`src/rtl/simd_pkg.sv`:
```
package simd_pkg;
  typedef enum logic [3:0] {
    OP_NOP     = 4'd0,
    OP_LOAD    = 4'd1,
    OP_STORE   = 4'd2,
    OP_ADD     = 4'd3,
    OP_RMUL    = 4'd4,
    OP_MOVR    = 4'd5,
    OP_BCAST   = 4'd6,
    OP_CBCAST  = 4'd7,
    OP_SETMASK = 4'd8,
    OP_SETEN   = 4'd9,
    OP_CUWR    = 4'd10
  } simd_op_e;
endpackage

```
`src/rtl/simd_ctrl.sv`:
```
module simd_ctrl #(
  parameter int NUM_PE = 4,
  parameter int ADDR_W = 4,
  parameter int SEL_W  = 2,
  parameter int ACC_W  = 16
) (
  input  logic              clk,
  input  logic              rst_n,
  input  logic              in_valid,
  output logic              in_ready,
  input  logic [3:0]        in_op,
  input  logic [ADDR_W-1:0] in_addr,
  input  logic [SEL_W-1:0]  in_sel,
  input  logic [ACC_W-1:0]  in_scalar,
  input  logic [NUM_PE-1:0] in_vec,
  output logic              busy_o,
  output logic [3:0]        x_op,
  output logic [ADDR_W-1:0] x_addr,
  output logic [SEL_W-1:0]  x_sel,
  output logic [ACC_W-1:0]  x_scalar,
  output logic [NUM_PE-1:0] active
);
  import simd_pkg::*;

  logic              busy_q;
  logic              accept;
  logic [NUM_PE-1:0] x_vec;
  logic [NUM_PE-1:0] mask_q;
  logic [NUM_PE-1:0] en_q;

  assign accept = in_valid & ~busy_q;

  always_ff @(posedge clk or negedge rst_n) begin
    if (!rst_n) begin
      busy_q   <= 1'b0;
      x_op     <= '0;
      x_addr   <= '0;
      x_sel    <= '0;
      x_scalar <= '0;
      x_vec    <= '0;
      mask_q   <= '1;
      en_q     <= '1;
    end else begin
      busy_q <= accept;
      if (accept) begin
        x_op     <= in_op;
        x_addr   <= in_addr;
        x_sel    <= in_sel;
        x_scalar <= in_scalar;
        x_vec    <= in_vec;
      end
      if (busy_q && x_op == OP_SETMASK) mask_q <= x_vec;
      if (busy_q && x_op == OP_SETEN)   en_q   <= x_vec;
    end
  end

  assign in_ready = ~busy_q;
  assign busy_o   = busy_q;
  assign active   = mask_q & en_q;
endmodule

```
`src/rtl/simd_route_net.sv`:
```
module simd_route_net #(
  parameter int NUM_PE = 4,
  parameter int OP_W   = 8,
  parameter int SEL_W  = 2
) (
  input  logic [NUM_PE*OP_W-1:0] route_flat,
  input  logic [SEL_W-1:0]       sel,
  output logic [OP_W-1:0]        bcast_val,
  output logic [NUM_PE-1:0]      sel_hit
);
  always_comb begin
    bcast_val = '0;
    for (int k = 0; k < NUM_PE; k++) begin
      if (sel == SEL_W'(k)) bcast_val = route_flat[k*OP_W +: OP_W];
    end
  end

  for (genvar g = 0; g < NUM_PE; g++) begin : g_hit
    assign sel_hit[g] = (sel == SEL_W'(g));
  end
endmodule

```
`src/rtl/simd_pe.sv`:
```
module simd_pe #(
  parameter int OP_W      = 8,
  parameter int MEM_DEPTH = 16,
  localparam int ACC_W    = 2 * OP_W,
  localparam int ADDR_W   = $clog2(MEM_DEPTH)
) (
  input  logic              clk,
  input  logic              rst_n,
  input  logic              exec_en,
  input  logic [3:0]        op,
  input  logic [ADDR_W-1:0] addr,
  input  logic [ACC_W-1:0]  scalar,
  input  logic              is_active,
  input  logic              cu_hit,
  input  logic [OP_W-1:0]   bcast_val,
  output logic [ACC_W-1:0]  acc,
  output logic [OP_W-1:0]   route
);
  import simd_pkg::*;

  logic [ACC_W-1:0] mem [MEM_DEPTH];
  logic [ACC_W-1:0] mem_rd;
  logic [ACC_W-1:0] sum_res;
  logic [ACC_W-1:0] mul_res;
  logic             go;

  assign mem_rd  = mem[addr];
  assign sum_res = acc + mem_rd;
  assign mul_res = ACC_W'(mem_rd[OP_W-1:0]) * ACC_W'(route);
  assign go      = exec_en & is_active;

  always_ff @(posedge clk or negedge rst_n) begin
    if (!rst_n) begin
      acc   <= '0;
      route <= '0;
      for (int i = 0; i < MEM_DEPTH; i++) mem[i] <= '0;
    end else if (exec_en) begin
      case (op)
        OP_LOAD:   if (go) acc <= mem_rd;
        OP_STORE:  if (go) mem[addr] <= acc;
        OP_ADD:    if (go) acc <= sum_res;
        OP_RMUL:   if (go) acc <= mul_res;
        OP_MOVR:   if (go) route <= acc[OP_W-1:0];
        OP_BCAST:  if (go) route <= bcast_val;
        OP_CBCAST: if (go) acc <= scalar;
        OP_CUWR:   if (cu_hit) mem[addr] <= scalar;
        default: ;
      endcase
    end
  end
endmodule

```
`src/rtl/simd_pe_array.sv`:
```
module simd_pe_array #(
  parameter int NUM_PE    = 4,
  parameter int OP_W      = 8,
  parameter int MEM_DEPTH = 16,
  localparam int ACC_W    = 2 * OP_W,
  localparam int ADDR_W   = $clog2(MEM_DEPTH),
  localparam int SEL_W    = $clog2(NUM_PE)
) (
  input  logic                    clk,
  input  logic                    rst_n,
  input  logic                    in_valid,
  output logic                    in_ready,
  input  logic [3:0]              in_op,
  input  logic [ADDR_W-1:0]       in_addr,
  input  logic [SEL_W-1:0]        in_sel,
  input  logic [ACC_W-1:0]        in_scalar,
  input  logic [NUM_PE-1:0]       in_vec,
  output logic                    done,
  output logic [NUM_PE-1:0]       active,
  output logic [NUM_PE*ACC_W-1:0] acc_flat,
  output logic [NUM_PE*OP_W-1:0]  route_flat
);
  logic              busy;
  logic [3:0]        x_op;
  logic [ADDR_W-1:0] x_addr;
  logic [SEL_W-1:0]  x_sel;
  logic [ACC_W-1:0]  x_scalar;
  logic [OP_W-1:0]   bcast_val;
  logic [NUM_PE-1:0] sel_hit;

  simd_ctrl #(
    .NUM_PE(NUM_PE), .ADDR_W(ADDR_W), .SEL_W(SEL_W), .ACC_W(ACC_W)
  ) i_ctrl (
    .clk(clk), .rst_n(rst_n), .in_valid(in_valid), .in_ready(in_ready),
    .in_op(in_op), .in_addr(in_addr), .in_sel(in_sel), .in_scalar(in_scalar),
    .in_vec(in_vec), .busy_o(busy), .x_op(x_op), .x_addr(x_addr),
    .x_sel(x_sel), .x_scalar(x_scalar), .active(active)
  );

  simd_route_net #(
    .NUM_PE(NUM_PE), .OP_W(OP_W), .SEL_W(SEL_W)
  ) i_net (
    .route_flat(route_flat), .sel(x_sel), .bcast_val(bcast_val), .sel_hit(sel_hit)
  );

  for (genvar g = 0; g < NUM_PE; g++) begin : g_pe
    simd_pe #(
      .OP_W(OP_W), .MEM_DEPTH(MEM_DEPTH)
    ) i_pe (
      .clk(clk), .rst_n(rst_n), .exec_en(busy), .op(x_op), .addr(x_addr),
      .scalar(x_scalar), .is_active(active[g]), .cu_hit(sel_hit[g]),
      .bcast_val(bcast_val),
      .acc(acc_flat[g*ACC_W +: ACC_W]),
      .route(route_flat[g*OP_W +: OP_W])
    );
  end

  assign done = busy;
endmodule

```
`config.mk`:
```
export PLATFORM = sky130hd
export DESIGN_NAME = simd_pe_array
export DESIGN_NICKNAME = d
export VERILOG_FILES = /design/src/rtl/simd_pkg.sv /design/src/rtl/simd_ctrl.sv /design/src/rtl/simd_route_net.sv /design/src/rtl/simd_pe.sv /design/src/rtl/simd_pe_array.sv
export SDC_FILE = /design/constraint.sdc
export NUM_CORES = 2
export LEC_CHECK = 0
export ABC_AREA = 1
export BUFFER_PORTS_ARGS = -buffer_cell sky130_fd_sc_hd__buf_2
export CAP_MARGIN = 20
export CORE_UTILIZATION = 60
export DETAILED_ROUTE_END_ITERATION = 12
export PLACE_DENSITY = 0.75
export SLEW_MARGIN = 20
export SYNTH_ARGS = -nofsm -noshare
export SYNTH_HDL_FRONTEND = slang
export SYNTH_SLANG_ARGS = --single-unit
```
`constraint.sdc`:
```
create_clock -name clk -period 15.7 [get_ports clk]
set_clock_uncertainty 0.1 [all_clocks]
set_input_delay 3.14 -clock clk [delete_from_list [all_inputs] [get_ports clk]]
set_output_delay 3.14 -clock clk [all_outputs]
set_load 0.02 [all_outputs]
```
==> results.ini <==
[run_status]
status = finished clean

[floorplanning]
fp.dieW_um = 324
fp.dieH_um = 324
ios = 135
die-area_mm2 = 0.105
design.core.area_mm2 = 0.102
rows = 117
start_util_pct = 60.8

[yosys]
synth-main-ff-cell = dfrtp_1
ys_types = 47
synth.yosys.seq_area_share_pct = 46.6
synth.top_cell.area_share_pct = 46.3
synth-edff-count = 0
post-synth-top-count-cell = nand2_1
synth_cells = 7592
yosys-top-cells-count = nand2_1 (2471), dfrtp_1 (1151), o21ai_0 (1049)
async_flop_share_pct = 100
ys_top_cells_by_area = dfrtp_1 (46%), nand2_1 (15%), o21ai_0 (8.4%)
yosys.area.top_type = dfrtp_1
synth_seq_cells = 1159
yosysWarnings = 0
synth_nets = 7977
synthesis.area_mm2 = 0.0623
synth_area_per_cell_um2 = 8.20

[pwr]
vdd_ir_drop_max_v = 0.0000956
power_mw = 7.37
powerDensity_mw_per_mm2 = 109
power_leakage_nw = 33.4

[setup_path]
crit_path_top_delay_cell = dfrtp_1
setup.worst_path.start_class = flop
max_stage_delay_ns = 0.96
cp_common_cell = nand2_1
cp_max_fo = 50
worstRegToRegCells = 27
critPathKind = flop to flop
cp-end-kind = flop
required_ns = 16.22
worstPathArrival_ns = 8.84

[global_route]
antenna_found_initial = 2
overflow = 0
grt_max_degree = 170
grt_util_all_layers_pct = 39.9
grt_first_pass_wirelength_um = 317000
grt_pass1_vias = 52480

[timing]
worst_slew_pin_slew_ns = 1.18
fmax_mhz = 120
setup_violations = 0
fin_crit_sh_pct = 53.0
fin_ws_ns = 7.37
fin_crit_ns = 8.33
holdWs_ns = 0.383
tns_ns = 0
hold_viol_final = 0
maxSlewViolCount = 0
max_slew_margin_pct = 21.5
rsz0062_at_grt = no

[clock_network]
cts_max_level = 3
cts.reportedPaths.clkPinSlew_ns = 0.06
clock_path_buffers = 3
cts.repair.resized = 0
root_buffer = clkbuf_16
cts_setup_buffers = 0
cts_buffers = 119
ctsHoldBuffers = 0
cts_tree = done
insertion_delay_ns = 0.73
clock-sinks = 1159

[placement]
placement.io_buffers = 134
place_ws_ns = 7.56
hpwl_um = 137000
place_congestion = 1.00

[cells_and_area]
fillers = 8625
drive_above_1_share_pct = 7.11
area_growth_pct = 8.44
nNetsFinal = 7856

[route]
wire_per_inst_um = 23.2
drc = 0
firstDrtPassIters = 7
wirelength_um = 208000
ant_nets = 0
num_vias = 55033
first_iter_violations = 5995
viasPerCell = 6.16

[min_path]
hold_class = flop to flop
hold_depth = 2

[flow_run]
cap_violations = 0

==> where the power goes <==
group / leakage [nW] / total [mW] / switching, mW / internal, mW
logic: 15.4 / 1.18 / 0.957 / 0.221
registers: 16.1 / 3.27 / 0.159 / 3.11
clock network: 1.98 / 2.92 / 1.22 / 1.70
total: 33.4 / 7.37 / 2.33 / 5.04
==> flip-flops by register name (all words and copies together), names as in the netlist <==
signal and count:
g_pe.i_pe.mem 1024, g_pe.i_pe.acc 64, g_pe.i_pe.route 32, i_ctrl.x_scalar 16, i_ctrl.en_q 4, i_ctrl.mask_q 4, i_ctrl.x_addr 4, i_ctrl.x_op 4
i_ctrl.x_vec 4, i_ctrl.x_sel 2, i_ctrl.busy_o 1
==> metrics by stage <==
step / std cells / cell area (um^2) / utilization, %
2_1_floorplan: 7592 / 62300 / -
3_3_place_gp: 8716 / 63400 / 62.0
3_5_place_dp: 8717 / 63500 / 62.0
4_1_cts: 8937 / 67500 / 65.9
5_1_grt: 8938 / 67500 / 66.0
6_report: 8939 / 67500 / 66.0
==> logic make-up (layout without fill, tap and decap cells) <==
logic type / Yosys count / in the layout / synth area share, %
buf+inv: 942 / 920 / 6.01
compound gates: 1937 / 1937 / 18.1
simple gates: 3193 / 3193 / 20.3
xor+xnor: 9 / 9 / 0.127
fa+ha+maj: 352 / 352 / 8.86
other cells: 0 / 1 / 0
flops: 1159 / 1159 / 46.6
==> critical path, delay by kind of cell, from the launching register on <==
| family | cells | cell delay [ns] |
|---|---|---|
| flops | 1 | 0.96 |
| compound gates | 3 | 0.45 |
| buf+inv | 7 | 2.10 |
| fa+ha+maj | 5 | 2.18 |
| simple gates | 12 | 2.36 |
==> metal layers <==
metal  track usage [%]  wire length (um)  vias up
met2              59.1             90500     2800
li1                  -                 -    24867
met1              53.6             82200    26775
met5                 0                13        -
met4              25.7             15400        2
met3              8.42             19600      589
==> path summary, 6_finish.rpt <==
kind,start,end,slack (ns)
max in group asynchronous,rst_n,g_pe[2].i_pe.acc[5],9.97
setup reg to reg,i_ctrl.x_addr[1],g_pe[2].i_pe.acc[14],7.37
hold / removal,g_pe[3].i_pe.mem[43],g_pe[3].i_pe.mem[43],0.38
hold reg to reg,g_pe[3].i_pe.mem[43],g_pe[3].i_pe.mem[43],0.38
setup / recovery,i_ctrl.x_addr[1],g_pe[2].i_pe.acc[14],7.37
min in group asynchronous,rst_n,g_pe[0].i_pe.mem[171],2.37
==> cells in the final DEF, fill, tap and decap left out, types with 33 or more instances in the layout <==
| cell type | n |
|---|---|
| a21oi_1 | 190 |
| a22oi_1 | 512 |
| buf_2 | 133 |
| buf_4 | 70 |
| clkbuf_1 | 33 |
| clkbuf_16 | 121 |
| dfrtp_1 | 1151 |
| fa_1 | 148 |
| ha_1 | 204 |
| inv_1 | 453 |
| nand2_1 | 2468 |
| nand3_1 | 200 |
| nor2_1 | 383 |
| o21ai_0 | 1047 |
| o21ai_1 | 93 |
| or2_2 | 38 |
==> cell type report <==
class	count	area [um^2]	area share (%)
multi-input combinational	5491	29500	43.8
antenna	1	2.50	0.00371
inverter	487	1840	2.72
timing repair buffer	213	1400	2.08
tap	1368	1710	2.54
sequential	1159	29000	43.0
clock buffer	173	3410	5.06
clock inverter	47	589	0.873
No activity file was read; power rests on OpenSTA's default activity.
